**config.mk**
```make
export PLATFORM = sky130hd
export DESIGN_NAME = pll_loop_core
export DESIGN_NICKNAME = d
export VERILOG_FILES = /design/src/rtl/pll_core_pkg.sv /design/src/rtl/ref_divider.sv /design/src/rtl/prog_divider.sv /design/src/rtl/phase_comp.sv /design/src/rtl/lock_detect.sv /design/src/rtl/pll_loop_core.sv
export SDC_FILE = /design/constraint.sdc
export NUM_CORES = 1
export LEC_CHECK = 0
export BUFFER_PORTS_ARGS = -buffer_cell sky130_fd_sc_hd__buf_4
export CORE_UTILIZATION = 59
export CTS_CLUSTER_DIAMETER = 60
export DETAILED_ROUTE_END_ITERATION = 7
export GPL_TIMING_DRIVEN = 1
export PLACE_DENSITY = 0.8
export SLEW_MARGIN = 40
export SYNTH_ARGS = -nofsm -noshare
export SYNTH_HDL_FRONTEND = slang
export SYNTH_SLANG_ARGS = --single-unit
```
**constraint.sdc**
```tcl
create_clock -name clk -period 3.85 [get_ports clk]
set_input_delay 0.1925 -clock clk [delete_from_list [all_inputs] [get_ports clk]]
set_output_delay 0.1925 -clock clk [all_outputs]
set_load 0.05 [all_outputs]
```
**src/rtl/pll_core_pkg.sv**
```systemverilog
package pll_core_pkg;
  localparam int unsigned REF_DIV_DEF  = 512;
  localparam int unsigned RATIO_W_DEF  = 15;
  localparam int unsigned LOCK_WIN_DEF = 8;
  localparam int unsigned LOCK_RUN_DEF = 4;

  typedef struct packed {
    logic up;
    logic dn;
  } pump_req_t;
endpackage

```
**src/rtl/ref_divider.sv**
```systemverilog
module ref_divider #(
  parameter int unsigned REF_DIV = pll_core_pkg::REF_DIV_DEF
) (
  input  logic clk,
  input  logic rst,
  input  logic tick,
  output logic ref_edge,
  output logic ref_clk
);
  localparam int unsigned CW = $clog2(REF_DIV);

  logic [CW-1:0] cnt_q;

  assign ref_edge = tick && (cnt_q == CW'(REF_DIV - 1));
  assign ref_clk  = (cnt_q < CW'(REF_DIV / 2));

  always_ff @(posedge clk) begin
    if (rst)           cnt_q <= '0;
    else if (ref_edge) cnt_q <= '0;
    else if (tick)     cnt_q <= cnt_q + CW'(1);
  end


  ref_spacing_chk: assert property (@(posedge clk) disable iff (rst)
    ref_edge |=> !ref_edge);
endmodule

```
**src/rtl/prog_divider.sv**
```systemverilog
module prog_divider #(
  parameter int unsigned W = pll_core_pkg::RATIO_W_DEF
) (
  input  logic         clk,
  input  logic         rst,
  input  logic         tick,
  input  logic [W-1:0] ratio,
  output logic         div_edge,
  output logic         div_clk
);
  logic [W-1:0] cnt_q;
  logic [W-1:0] act_q;
  logic [W-1:0] ratio_eff;

  assign ratio_eff = (ratio < W'(2)) ? W'(2) : ratio;
  assign div_edge  = tick && (cnt_q == act_q - W'(1));
  assign div_clk   = (cnt_q < (act_q >> 1));

  always_ff @(posedge clk) begin
    if (rst) begin
      cnt_q <= '0;
      act_q <= ratio_eff;
    end else if (div_edge) begin
      cnt_q <= '0;
      act_q <= ratio_eff;
    end else if (tick) begin
      cnt_q <= cnt_q + W'(1);
    end
  end


  ratio_hold_chk: assert property (@(posedge clk) disable iff (rst)
    !div_edge |=> $stable(act_q));

  div_spacing_chk: assert property (@(posedge clk) disable iff (rst)
    div_edge |=> !div_edge);
endmodule

```
**src/rtl/phase_comp.sv**
```systemverilog
module phase_comp (
  input  logic                   clk,
  input  logic                   rst,
  input  logic                   ref_edge,
  input  logic                   div_edge,
  output pll_core_pkg::pump_req_t req
);
  logic up_set, dn_set;

  assign up_set = req.up | ref_edge;
  assign dn_set = req.dn | div_edge;

  always_ff @(posedge clk) begin
    if (rst) begin
      req <= '0;
    end else if (up_set && dn_set) begin
      req <= '0;
    end else begin
      req.up <= up_set;
      req.dn <= dn_set;
    end
  end


  req_exclusive_chk: assert property (@(posedge clk) disable iff (rst)
    !(req.up && req.dn));

  up_cause_chk: assert property (@(posedge clk) disable iff (rst)
    $rose(req.up) |-> $past(ref_edge));
endmodule

```
**src/rtl/lock_detect.sv**
```systemverilog
module lock_detect #(
  parameter int unsigned WIN = pll_core_pkg::LOCK_WIN_DEF,
  parameter int unsigned RUN = pll_core_pkg::LOCK_RUN_DEF
) (
  input  logic clk,
  input  logic rst,
  input  logic ref_edge,
  input  logic up,
  input  logic dn,
  output logic locked
);
  localparam int unsigned WW = $clog2(WIN + 1);
  localparam int unsigned GW = $clog2(RUN + 1);

  logic [WW-1:0] width_q;
  logic [GW-1:0] good_q;
  logic          bad_q;
  logic          active, wide;

  assign active = up | dn;
  assign wide   = active && (width_q == WW'(WIN));

  always_ff @(posedge clk) begin
    if (rst) begin
      width_q <= '0;
      good_q  <= '0;
      bad_q   <= 1'b0;
      locked  <= 1'b0;
    end else begin
      if (!active)       width_q <= '0;
      else if (!wide)    width_q <= width_q + WW'(1);

      if (ref_edge) begin
        bad_q <= 1'b0;
        if (bad_q || wide) begin
          good_q <= '0;
          locked <= 1'b0;
        end else begin
          if (good_q != GW'(RUN)) good_q <= good_q + GW'(1);
          locked <= (good_q >= GW'(RUN - 1));
        end
      end else if (wide) begin
        bad_q  <= 1'b1;
        good_q <= '0;
        locked <= 1'b0;
      end
    end
  end


  wide_unlock_chk: assert property (@(posedge clk) disable iff (rst)
    wide |=> !locked);

  lock_on_edge_chk: assert property (@(posedge clk) disable iff (rst)
    $rose(locked) |-> $past(ref_edge));
endmodule

```
**src/rtl/pll_loop_core.sv**
```systemverilog
module pll_loop_core #(
  parameter int unsigned REF_DIV  = pll_core_pkg::REF_DIV_DEF,
  parameter int unsigned RATIO_W  = pll_core_pkg::RATIO_W_DEF,
  parameter int unsigned LOCK_WIN = pll_core_pkg::LOCK_WIN_DEF,
  parameter int unsigned LOCK_RUN = pll_core_pkg::LOCK_RUN_DEF
) (
  input  logic               clk,
  input  logic               rst,
  input  logic               xtal_tick,
  input  logic               rf_tick,
  input  logic [RATIO_W-1:0] ratio,
  input  logic               cp,
  input  logic               t0,
  input  logic               t1,
  input  logic               port_p2,
  input  logic               port_p6,
  output logic               pump_up,
  output logic               pump_dn,
  output logic               pump_hiz,
  output logic               cur_hi,
  output logic               p2_out,
  output logic               p6_out,
  output logic               locked
);
  logic ref_edge, ref_clk, div_edge, div_clk;
  pll_core_pkg::pump_req_t req;

  ref_divider #(.REF_DIV(REF_DIV)) u_ref (
    .clk(clk), .rst(rst), .tick(xtal_tick),
    .ref_edge(ref_edge), .ref_clk(ref_clk)
  );

  prog_divider #(.W(RATIO_W)) u_div (
    .clk(clk), .rst(rst), .tick(rf_tick), .ratio(ratio),
    .div_edge(div_edge), .div_clk(div_clk)
  );

  phase_comp u_pfd (
    .clk(clk), .rst(rst), .ref_edge(ref_edge), .div_edge(div_edge), .req(req)
  );

  lock_detect #(.WIN(LOCK_WIN), .RUN(LOCK_RUN)) u_lock (
    .clk(clk), .rst(rst), .ref_edge(ref_edge),
    .up(req.up), .dn(req.dn), .locked(locked)
  );

  assign pump_hiz = t0;
  assign pump_up  = req.up & ~t0;
  assign pump_dn  = req.dn & ~t0;
  assign cur_hi   = cp;
  assign p2_out   = t1 ? div_clk : port_p2;
  assign p6_out   = t1 ? ref_clk : port_p6;


  hiz_quiet_chk: assert property (@(posedge clk) disable iff (rst)
    pump_hiz |-> !(pump_up || pump_dn));

  dn_cause_chk: assert property (@(posedge clk) disable iff (rst)
    $rose(req.dn) |-> $past(div_edge));
endmodule

```
# [After elaboration in Yosys (flattened, before gate mapping)]
# Index checks and enable logic that the tools add are counted.
# Widths: inputs -> output; s select.
[op_classes] eq_ne=5 add_sub_neg=5 bitwise=7 order_cmp=4 muxes=12 n_reduce_logical=12
[ops] op="$mux 15" n=3
[ops] op="$add 15x1->15 const B" n=1
[ops] op="$eq 15x15->1" n=1
[ops] op="$lt 15x14->1" n=1
[ops] op="$lt 15x2->1 const B" n=1
[ops] op="$sub 15x1->15 const B" n=1
[ops] op="$mux 3" n=4
[ops] op="$add 9x1->9 const B" n=1
[ops] op="$eq 9x9->1 const B" n=1
[ops] op="$lt 9x9->1 const B" n=1
[ops] op="$reduce_or 2->1" n=4
[ops] op="$mux 1" n=5
[ops] op="$add 4x1->4 const B" n=1
[ops] op="$eq 4x4->1 const B" n=1
[ops] op="$logic_and 1x1->1" n=4
[ops] op="$reduce_bool 2->1" n=2
[ops] op="$add 3x1->3 const B" n=1
[ops] op="$ge 3x2->1 const B" n=1
[ops] op="$ne 3x1->1 const B" n=1
[ops] op="$ne 3x3->1 const B" n=1
[ops] op="$or 1x1->1" n=3
[ops] op="$and 1x1->1" n=2
[ops] op="$not 1->1" n=2
[ops] op="$reduce_and 2->1" n=1
[ops] op="$logic_or 1x1->1" n=1
[word_totals] regBits=50 output_inout_bits=7 inputBits=24 wordCells=54

# [Logic depth before layout (Yosys ltp)]
# Gate-level depths: netlist of the first run.
[logic_depth] ltp_word=6 mapped_depth=10 ltp_nobuf=10

# [Modules after synthesis]
# Synthesis of the first run repeated with hierarchy kept, for this count alone.
[unflattened] hier_cells=348 hier_area_um2=3201.8
[modules_own_cells] module="prog_divider" n_inst=1 area_per_inst_um2=2190.9 cells_each=236 seq_area_each_um2=750.7
[modules_own_cells] module="lock_detect" n_inst=1 area_per_inst_um2=488.0 cells_each=54 seq_area_each_um2=180.2
[modules_own_cells] module="ref_divider" n_inst=1 area_per_inst_um2=412.9 cells_each=46 seq_area_each_um2=180.2
[modules_own_cells] module="phase_comp" n_inst=1 area_per_inst_um2=60.1 cells_each=6 seq_area_each_um2=40.0
[modules_own_cells] module="pll_loop_core" n_inst=1 area_per_inst_um2=50.0 cells_each=6 seq_area_each_um2=0.0

# [Least setup slack after synthesis of the first run]
# OpenSTA, ideal clock, no wires.
[synth_timing] kind="reg-to-reg" start="register u_div.act_q[0]" end="register u_div.act_q[0], enable pin" period_less_slack_ns=3.125 n_path_buf=1 path_slack_ns=0.725 arrival_ns=2.815 stages_incl_launch_ff=9 t_required_ns=3.540 setup_ns=0.310 path_cell_list="edfxtp_1 -> inv_1 -> ha_1 -> or4b_4 -> or4_4 -> a2111oi_4 -> o211ai_2 -> o31ai_4 -> buf_6"
[synth_between] elab_chain_cells=4
[synth_lines] element="start: declaration" line_no="prog_divider.sv:12" text="logic [W-1:0] act_q;"
[synth_lines] element="start signal: assignment" line_no="prog_divider.sv:22" text="act_q <= ratio_eff;"
[synth_lines] element="start signal: assignment" line_no="prog_divider.sv:25" text="act_q <= ratio_eff;"
[synth_lines] element="$sub 15x1->15" line_no="prog_divider.sv:16" text="assign div_edge = tick && (cnt_q == act_q - W'(1));"
[synth_lines] element="$eq 15x15->1" line_no="prog_divider.sv:16"
[synth_lines] element="$logic_and 1x1->1" line_no="prog_divider.sv:16"
[synth_lines] element="$reduce_bool 2->1 (no line)"
# No other way between the ends.
# A chain may end at the register's enable or synchronous reset.

# [Final worst setup path of the first run]
[layout_timing] start="register u_div.act_q[0]" end="register u_div.act_q[14], enable pin"
# Same word-level chain as after synthesis.

==> flow_summary.toml, run 1 <==
[worst_setup_path]
reg2regPathDepth = 8
endpoint = "u_div.act_q[14]$_SDFFCE_PN0P_"
worstSetupPathType = "reg2reg"
start_kind = "register"
reg2reg_to = "u_div.act_q[14]$_SDFFCE_PN0P_"
cp.required_ns = 3.82
rr_startpoint = "u_div.act_q[0]$_SDFFCE_PN0P_"
arrival_ns = 3.31
startpoint = "u_div.act_q[0]$_SDFFCE_PN0P_"
cp_max_fo = 30
worst_setup_path_end_kind = "register"
regToRegSetupSlack_ns = 0.52

[yosys]
synth-edff-count = 15
synth_nets = 375
yosysSeqAreaShare_pct = 38.1
synth_top_area_share_pct = 23.2
syn-instance-count = 329
synth_ff_type = "dfxtp_1"
synth.area.top_cells = "dfxtp_1, edfxtp_1, ha_1, xor2_1, nor2_1"
netlist.top_cell.by_area = "dfxtp_1"
synthArstFlopShare_pct = 0
synth.distinct_cells = 57
netlist_area_sq_mm = 0.00302
ys_seq_elements = 50
syn_area_per_cell_sq_um = 9.17
synth_warnings = 0

[placed_design]
dp_hpwl_um = 4310
place_congestion = 0.906
portBuffers = 28
dpl_worst_slack_ns = 0.527

[global_routing]
grt_max_degree = 31
grtUsageTotal_pct = 23.1
antenna_found_initial = 0
grt_pass1_wl_um = 9490
grt_pass1_vias = 2192
overflow = 0

[detailed_routing]
dr.pass1.iters = 4
viasPerCell = 5.54
wl_per_cell_um = 13.5
ant_nets = 0
drt_iter0_drc = 74
num_vias = 2287
drt_wl_total_um = 5570
drc = 0

[worst_hold_path]
min_from = "ratio[7]"
hold_class = "in2reg"

[cts]
numCtsBuffers = 5
clock-sinks = 50
path_clk_slew_ns = 0.08
htreeDepth = 2
clockBufferDepth = 2
post-cts-setup-buffers = 0
cts_root_buf = "clkbuf_8"
tritoncts = "yes"
insertion_delay_ns = 0.30
cts-resized-gates = 0
ctsHoldBuffers = 0

[run]
cap_violations = 0

[floorplan]
start_util_pct = 62.6
dieArea_sq_mm = 0.00541
core_area_sq_mm = 0.00482
boundaryPins = 31
die_h_um = 73.5
row_count = 25
die_x_um = 73.5

[sta]
tns_ns = 0
hold_slack_ns = 0.0725
fmax_mhz = 300
timing.final.crit_share_pct = 86.6
setup_ws_ns = 0.515
clock_skew_ns = 0.00430
rsz0062_at_grt = "no"
hold_viol_final = 0
fin_crit_ns = 3.33
setup_viol = 0
worst_pin_slew_ns = 0.670
final-max-slew-violation-count = 0
maxSlewHeadroom_pct = 55.0

[final_layout]
layout-drive-gt1-share_pct = 14.2
nets = 391
diodes = 0
final_common_cell = "nor2_1"
final_cell_mix = "nor2_1, dfxtp_1, buf_4"
area_delta_synth_final_pct = 9.74

[outcome]
status = "finished, final reports clean"

[power]
pwr_density_cell_mw_per_mm2 = 310
vdd_ir_drop_max_v = 0.000204
p_leak_nw = 1.37
==> worst min-delay path by stage <==
| stage | cells after the start | to | slack [ns] |
|---|---|---|---|
| after floorplan | 2 | u_div.cnt_q[0]$_SDFFE_PP0P_ | 0.34 |
| after global placement | 1 | u_div.act_q[7]$_SDFFCE_PN0P_ | 0.38 |
| after detailed placement | 1 | u_div.act_q[7]$_SDFFCE_PN0P_ | 0.38 |
| after CTS | 1 | u_div.act_q[11]$_SDFFCE_PN0P_ | 0.07 |
| after global routing | 1 | u_div.act_q[11]$_SDFFCE_PN0P_ | 0.06 |
| final | 1 | u_div.act_q[7]$_SDFFCE_PN0P_ | 0.07 |
==> cell type report <==
| cell class | count | area (sq um) |
|---|---|---|
| multi-input cells | 235 | 1670 |
| fillers | 414 | 1510 |
| flip-flops and latches | 50 | 1150 |
| repair buffers | 30 | 225 |
| clock buffers | 7 | 90.1 |
| inverters | 23 | 86.3 |
| well taps | 67 | 83.8 |
| clock inverters | 1 | 5.00 |
==> per-layer routing <==
metal,wire (um),part of all wire (%),vias to the layer above,GRT usage (%)
met5,0,0,-,0
li1,-,-,1177,-
met1,2510,45,1051,26.9
met4,175,3.1,0,11.3
met2,2720,49,42,40.3
met3,168,3.0,17,4.80
==> cell usage after synthesis (all sizes together) (2+ instances only) <==
| cell type | n |
|---|---|
| o21a | 2 |
| a2111oi | 2 |
| o21ai | 6 |
| and3 | 6 |
| a211oi | 2 |
| dfxtp | 35 |
| nor2 | 43 |
| o211ai | 5 |
| o31ai | 3 |
| o21bai | 2 |
| nor4b | 2 |
| nor3 | 4 |
| ha | 22 |
| nand3 | 7 |
| buf | 6 |
| nor4 | 7 |
| xor2 | 21 |
| mux2i | 6 |
| and2 | 3 |
| nand2b | 2 |
| a21oi | 8 |
| or3 | 4 |
| nand2 | 18 |
| nand4 | 11 |
| a21o | 6 |
| nor2b | 4 |
| edfxtp | 15 |
| clkbuf | 15 |
| or4 | 3 |
| inv | 23 |
| xnor2 | 16 |
| a31oi | 2 |
==> critical path, stage by stage (launching register included) <==
cell       delay [ns]
edfxtp_1         0.44
inv_1            0.08
ha_1             0.26
or4b_4           0.53
or4_4            0.54
a2111oi_4        0.41
o211ai_2         0.17
o31ai_4          0.20
buf_4            0.35
==> where the power goes <==
group	internal (W)	total (W)	switching, W
clock network	0.000152	0.000315	0.000163
logic	0.0000582	0.000127	0.0000686
registers	0.000561	0.000587	0.0000254
==> flip-flops by register name (all words and copies together), names as in the netlist <==
register and flops:
u_ref.cnt_q 9, u_lock.width_q 4, u_lock.locked 1, u_lock.bad_q 1, u_lock.good_q 3, u_div.cnt_q 15
u_pfd.req 2, u_div.act_q 15
==> metrics by stage <==
stage               utilization, %  total power (W)  cell area, sq um  cells
detailed placement            66.8         0.000724              3220    405
global placement              66.8         0.000719              3220    405
CTS                           68.8          0.00104              3310    413
finish                        68.8          0.00103              3310    413
floorplan                        -         0.000687              3020    329
global route                  68.8          0.00107              3310    413
==> cell families (layout without fill, tap and decap cells) <==
logic type | Yosys count | count (layout) | synth area share [%]
buffers and inverters | 44 | 61 | 6.51
AO/OA/AOI/OAI | 47 | 47 | 12.1
XOR/XNOR | 37 | 37 | 10.7
AND/OR/NAND/NOR | 122 | 122 | 21.1
flip-flops | 50 | 50 | 38.1
multiplexers | 7 | 7 | 2.36
adder cells (fa/ha/maj) | 22 | 22 | 9.12
Note: power is estimated with default switching activity, not from simulation.
==> run 2: changes to the inputs <==
--- a/config.mk
+++ b/config.mk
@@ -6,11 +6,13 @@
 export NUM_CORES = 1
 export LEC_CHECK = 0
 export BUFFER_PORTS_ARGS = -buffer_cell sky130_fd_sc_hd__buf_4
-export CORE_UTILIZATION = 59
+export CORE_UTILIZATION = 55
 export CTS_CLUSTER_DIAMETER = 60
 export DETAILED_ROUTE_END_ITERATION = 7
 export GPL_TIMING_DRIVEN = 1
-export PLACE_DENSITY = 0.8
+export HOLD_SLACK_MARGIN = 0.1
+export PLACE_DENSITY = 0.75
+export SKIP_LAST_GASP = 1
 export SLEW_MARGIN = 40
 export SYNTH_ARGS = -nofsm -noshare
 export SYNTH_HDL_FRONTEND = slang
==> flow_summary.toml, run 2 (same netlist as run 1, synthesis figures left out) <==
[final_layout]
layout-drive-gt1-share_pct = 13.6
final_cell_mix = "nor2_1, dfxtp_1, buf_4"
area_delta_synth_final_pct = 15.0
nets = 405
final_common_cell = "nor2_1"
layout.cells.non_filler = 430
top_regs = "u_div.act_q x15, u_div.cnt_q x15, u_ref.cnt_q x9"
diodes = 0
fill_cells = 435

[detailed_routing]
ant_nets = 0
viasPerCell = 5.46
drt_wl_total_um = 5940
dr.pass1.iters = 4
drt_iter0_drc = 146
wl_per_cell_um = 13.8
drc = 0
num_vias = 2347

[sta]
hold_viol_final = 0
timing.final.crit_share_pct = 84.2
setup_ws_ns = 0.608
rsz0062_at_grt = "no"
hold_slack_ns = 0.182
clock_skew_ns = 0.00816
final-max-slew-violation-count = 0
tns_ns = 0
worst_pin_slew_ns = 0.714
fin_crit_ns = 3.24
maxSlewHeadroom_pct = 52.1
setup_viol = 0
fmax_mhz = 308

[global_routing]
grt_max_degree = 19
grt_pass1_wl_um = 10000
grt_pass1_vias = 2262
grtUsageTotal_pct = 21.7
antenna_found_initial = 0
overflow = 0

[placed_design]
portBuffers = 28
place_congestion = 0.874
dp_hpwl_um = 4450
dp_cells = 409
dpl_worst_slack_ns = 0.637

[floorplan]
die_x_um = 76.1
start_util_pct = 58.0
dieArea_sq_mm = 0.00579
row_count = 26
core_area_sq_mm = 0.00520
die_h_um = 76.1
boundaryPins = 31

[worst_hold_path]
hold_depth = 2
hold_class = "in2reg"

[power]
vdd_ir_drop_max_v = 0.000278
power.total_w = 0.00109
p_leak_nw = 1.43
pwr_density_cell_mw_per_mm2 = 313

[cts]
clock-sinks = 50
htreeDepth = 2
insertion_delay_ns = 0.30
tritoncts = "yes"
post-cts-setup-buffers = 0
ctsHoldBuffers = 13
clockBufferDepth = 2
numCtsBuffers = 5
cts-resized-gates = 0
cts_root_buf = "clkbuf_8"
path_clk_slew_ns = 0.09

[worst_setup_path]
arrival_ns = 3.24
crit_cells = 8
crit_buf_inv = 2
regToRegSetupSlack_ns = 0.61
worst_path_max_delay_cell = "or4_4"
cp_cell_sequence = "inv_1 > ha_1 > or4b_4 > or4_4 > a2111oi_4 > o211ai_2 > o31ai_4 > buf_4"
start_kind = "register"
slowest_delay_ns = 0.55
worstSetupPathType = "reg2reg"
worst_setup_path_end_kind = "register"
reg2regPathDepth = 8
cp.required_ns = 3.85
cp_max_fo = 18
crit_family = "simple AND/OR/NAND/NOR gates"

[outcome]
status = "finished, final reports clean"

[run]
cap_violations = 0
run 2: cell count changes in the layout (fill, tap and decap cells not counted):
cell / change
clkbuf_1: +1
clkbuf_4: -1
buf_4: +1
clkbuf_16: +1
dlygate4sd3_1: +13
clkinv_2: -1
run 2: report_power, final:
part / total (W) / switching [W] / internal, W
clock: 0.000359 / 0.000173 / 0.000186
combinational: 0.000141 / 0.0000732 / 0.0000677
sequential: 0.000586 / 0.0000253 / 0.000561
total: 0.00109 / 0.000272 / 0.000815
run 2: final cells by class:
type	count	area, sq um	area share, %
Clock buffer	8	111	3.21
Timing Repair Buffer	44	363	10.5
Inverter	23	86.3	2.49
Tap cell	70	87.6	2.52
Sequential cell	50	1150	33.2
Multi-Input combinational cell	235	1670	48.1
run 2: per-layer routing:
| layer | GRT usage (%) | share of wire [%] | vias to the layer above |
|---|---|---|---|
| li1 | - | - | 1210 |
| met1 | 26.6 | 46 | 1064 |
| met2 | 37.1 | 47 | 59 |
| met3 | 4.67 | 4.3 | 14 |
| met4 | 9.04 | 2.3 | 0 |
| met5 | 0 | 0 | - |
run 2: path summary, 6_finish.rpt:
| check | start | end |
|---|---|---|
| worst min-delay path | ratio[1] | u_div.act_q[1]$_SDFFCE_PN1P_ |
| worst min register to register | u_ref.cnt_q[5]$_SDFFE_PP0P_ | u_ref.cnt_q[5]$_SDFFE_PP0P_ |
| worst max register to register | u_div.act_q[0]$_SDFFCE_PN0P_ | u_div.act_q[3]$_SDFFCE_PN0P_ |
| worst max-delay path | u_div.act_q[0]$_SDFFCE_PN0P_ | u_div.act_q[3]$_SDFFCE_PN0P_ |
run 2: per-stage QoR:
step                util [%]  instance area (sq um)
global route            66.7                   3470
finish                  66.7                   3470
global placement        62.0                   3230
detailed placement      62.0                   3230
CTS                     66.7                   3470
floorplan                  -                   3020
==> run 3: changes to the inputs <==
--- a/config.mk
+++ b/config.mk
@@ -6,12 +6,12 @@
 export NUM_CORES = 1
 export LEC_CHECK = 0
 export BUFFER_PORTS_ARGS = -buffer_cell sky130_fd_sc_hd__buf_4
-export CORE_UTILIZATION = 55
+export CORE_UTILIZATION = 53
 export CTS_CLUSTER_DIAMETER = 60
 export DETAILED_ROUTE_END_ITERATION = 7
 export GPL_TIMING_DRIVEN = 1
 export HOLD_SLACK_MARGIN = 0.1
-export PLACE_DENSITY = 0.75
+export PLACE_DENSITY = 0.76
 export SKIP_LAST_GASP = 1
 export SLEW_MARGIN = 40
 export SYNTH_ARGS = -nofsm -noshare
==> constraint.sdc (replaced) <==
create_clock -name clk -period 2.8 [get_ports clk]
set_input_delay 0.14 -clock clk [delete_from_list [all_inputs] [get_ports clk]]
set_output_delay 0.14 -clock clk [all_outputs]
set_load 0.05 [all_outputs]
==> flow_summary.toml, run 3 (same netlist as run 1, synthesis figures left out) <==
[final_layout]
final_cell_mix = "buf_4, nor2_1, dfxtp_1"
fill_cells = 445
area_delta_synth_final_pct = 22.2
nets = 428
final_util_pct = 67.0
final_common_cell = "buf_4"
top_regs = "u_div.act_q x15, u_div.cnt_q x15, u_ref.cnt_q x9"
multi_input_area_sq_mm = 0.00169
layout-drive-gt1-share_pct = 19.8
diodes = 0
seqCellArea_sq_mm = 0.00115

[floorplan]
die_x_um = 77.5
core_area_sq_mm = 0.00551
start_util_pct = 54.8
row_count = 27
die_h_um = 77.5
boundaryPins = 31
dieArea_sq_mm = 0.00600

[worst_setup_path]
reg2regPathDepth = 9
startpoint = "u_div.act_q[1]$_SDFFCE_PN1P_"
start_kind = "register"
slowest_delay_ns = 0.52
crit_family = "simple AND/OR/NAND/NOR gates"
endpoint = "u_div.act_q[13]$_SDFFCE_PN0P_"
cp_cell_sequence = "inv_2 > ha_4 > or4b_4 > or4_4 > a2111oi_4 > o211ai_2 > o31ai_4 > buf_4 > buf_8"
worstSetupPathType = "reg2reg"
worst_path_max_delay_cell = "or4_4"
cp_max_fo = 6
reg2reg_to = "u_div.act_q[13]$_SDFFCE_PN0P_"
arrival_ns = 2.96
rr_startpoint = "u_div.act_q[1]$_SDFFCE_PN1P_"
crit_buf_inv = 3
crit_cells = 9
regToRegSetupSlack_ns = -0.14
worst_setup_path_end_kind = "register"
cp.required_ns = 2.83

[sta]
worst_pin_slew_ns = 0.528
setup_viol = 30
rsz0062_at_grt = "yes"
hold_viol_final = 0
maxSlewHeadroom_pct = 64.7
fin_crit_ns = 2.94
fmax_mhz = 341
clock_skew_ns = 0.00361
timing.final.crit_share_pct = 105
setup_ws_ns = -0.135
final-max-slew-violation-count = 0
hold_slack_ns = 0.110
tns_ns = -3.52

[power]
power.total_w = 0.00153
vdd_ir_drop_max_v = 0.000266
p_leak_nw = 1.55
pwr_density_cell_mw_per_mm2 = 414

[detailed_routing]
drt_wl_total_um = 6550
viasPerCell = 5.54
num_vias = 2520
wl_per_cell_um = 14.4
drt_iter0_drc = 62
drc = 0
dr.pass1.iters = 5
ant_nets = 0

[global_routing]
use_met1_pct = 26.1
grt_pass1_wl_um = 11100
grtUsageTotal_pct = 23.5
met2_usage_pct = 43.1
grt_max_degree = 16
grt_use_met3_pct = 4.12
overflow = 0
busiest_layer = "met2"
antenna_found_initial = 0
grt_pass1_vias = 2562

[outcome]
violations = "negative setup slack"
status = "complete, but fails checks"

[cts]
cts_root_buf = "clkbuf_8"
insertion_delay_ns = 0.30
path_clk_slew_ns = 0.09
clockBufferDepth = 2
numCtsBuffers = 5
htreeDepth = 2
clock-sinks = 50
tritoncts = "yes"

[run]
cap_violations = 0

[placed_design]
dp_hpwl_um = 4760
place_congestion = 0.917
portBuffers = 28

[worst_hold_path]
hold_class = "in2reg"
## run 3: cell types whose count changed in the layout (fill, tap and decap cells not counted), sizes merged
cell / delta
buf: +23
## run 3: cell type report
class	count	area share, %
Clock buffer	8	3.02
Sequential cell	50	31.2
Timing Repair Buffer	67	15.2
Inverter	23	2.34
Multi-Input combinational cell	235	45.8
Tap cell	72	2.44
## run 3: worst min-delay path by stage
stage          startpoint                           end  depth (start not counted)
6_report         ratio[0]  u_div.act_q[0]$_SDFFCE_PN0P_                          2
5_1_grt          ratio[0]  u_div.act_q[0]$_SDFFCE_PN0P_                          2
4_1_cts          ratio[0]  u_div.act_q[0]$_SDFFCE_PN0P_                          2
3_5_place_dp           cp                        cur_hi                          0
3_3_place_gp           cp                        cur_hi                          0
2_1_floorplan     rf_tick   u_div.cnt_q[0]$_SDFFE_PP0P_                          2
## run 3: power by group
| group | total, W | internal (W) | switching [W] |
|---|---|---|---|
| sequential | 0.000795 | 0.000771 | 0.0000237 |
| clock | 0.000489 | 0.000256 | 0.000233 |
| combinational | 0.000243 | 0.000121 | 0.000122 |
## run 3: what timing repair did
action                                  in CTS  in global routing
hold buffers                                13                  0
gates resized for setup                      2                  5
endpoints found under the hold margin       13                  0
cloned                                       1                  1
buffers inserted                             3                  2
pin swaps                                    2                  0
endpoints found under the setup margin      31                 31
## run 3: per-stage QoR
step	setup slack, ns	std cells	instance area [sq um]
2_1_floorplan	-0.206	329	3030
3_3_place_gp	-0.0780	429	3390
3_5_place_dp	-0.118	429	3390
4_1_cts	-0.101	454	3680
5_1_grt	-0.233	455	3690
6_report	-0.135	455	3690
## run 3: per-layer routing
metal  vias up  part of all wire (%)
met4         0                   4.1
met1      1170                    43
met2        76                    49
met5         -                     0
li1       1250                     -
met3        24                   4.0
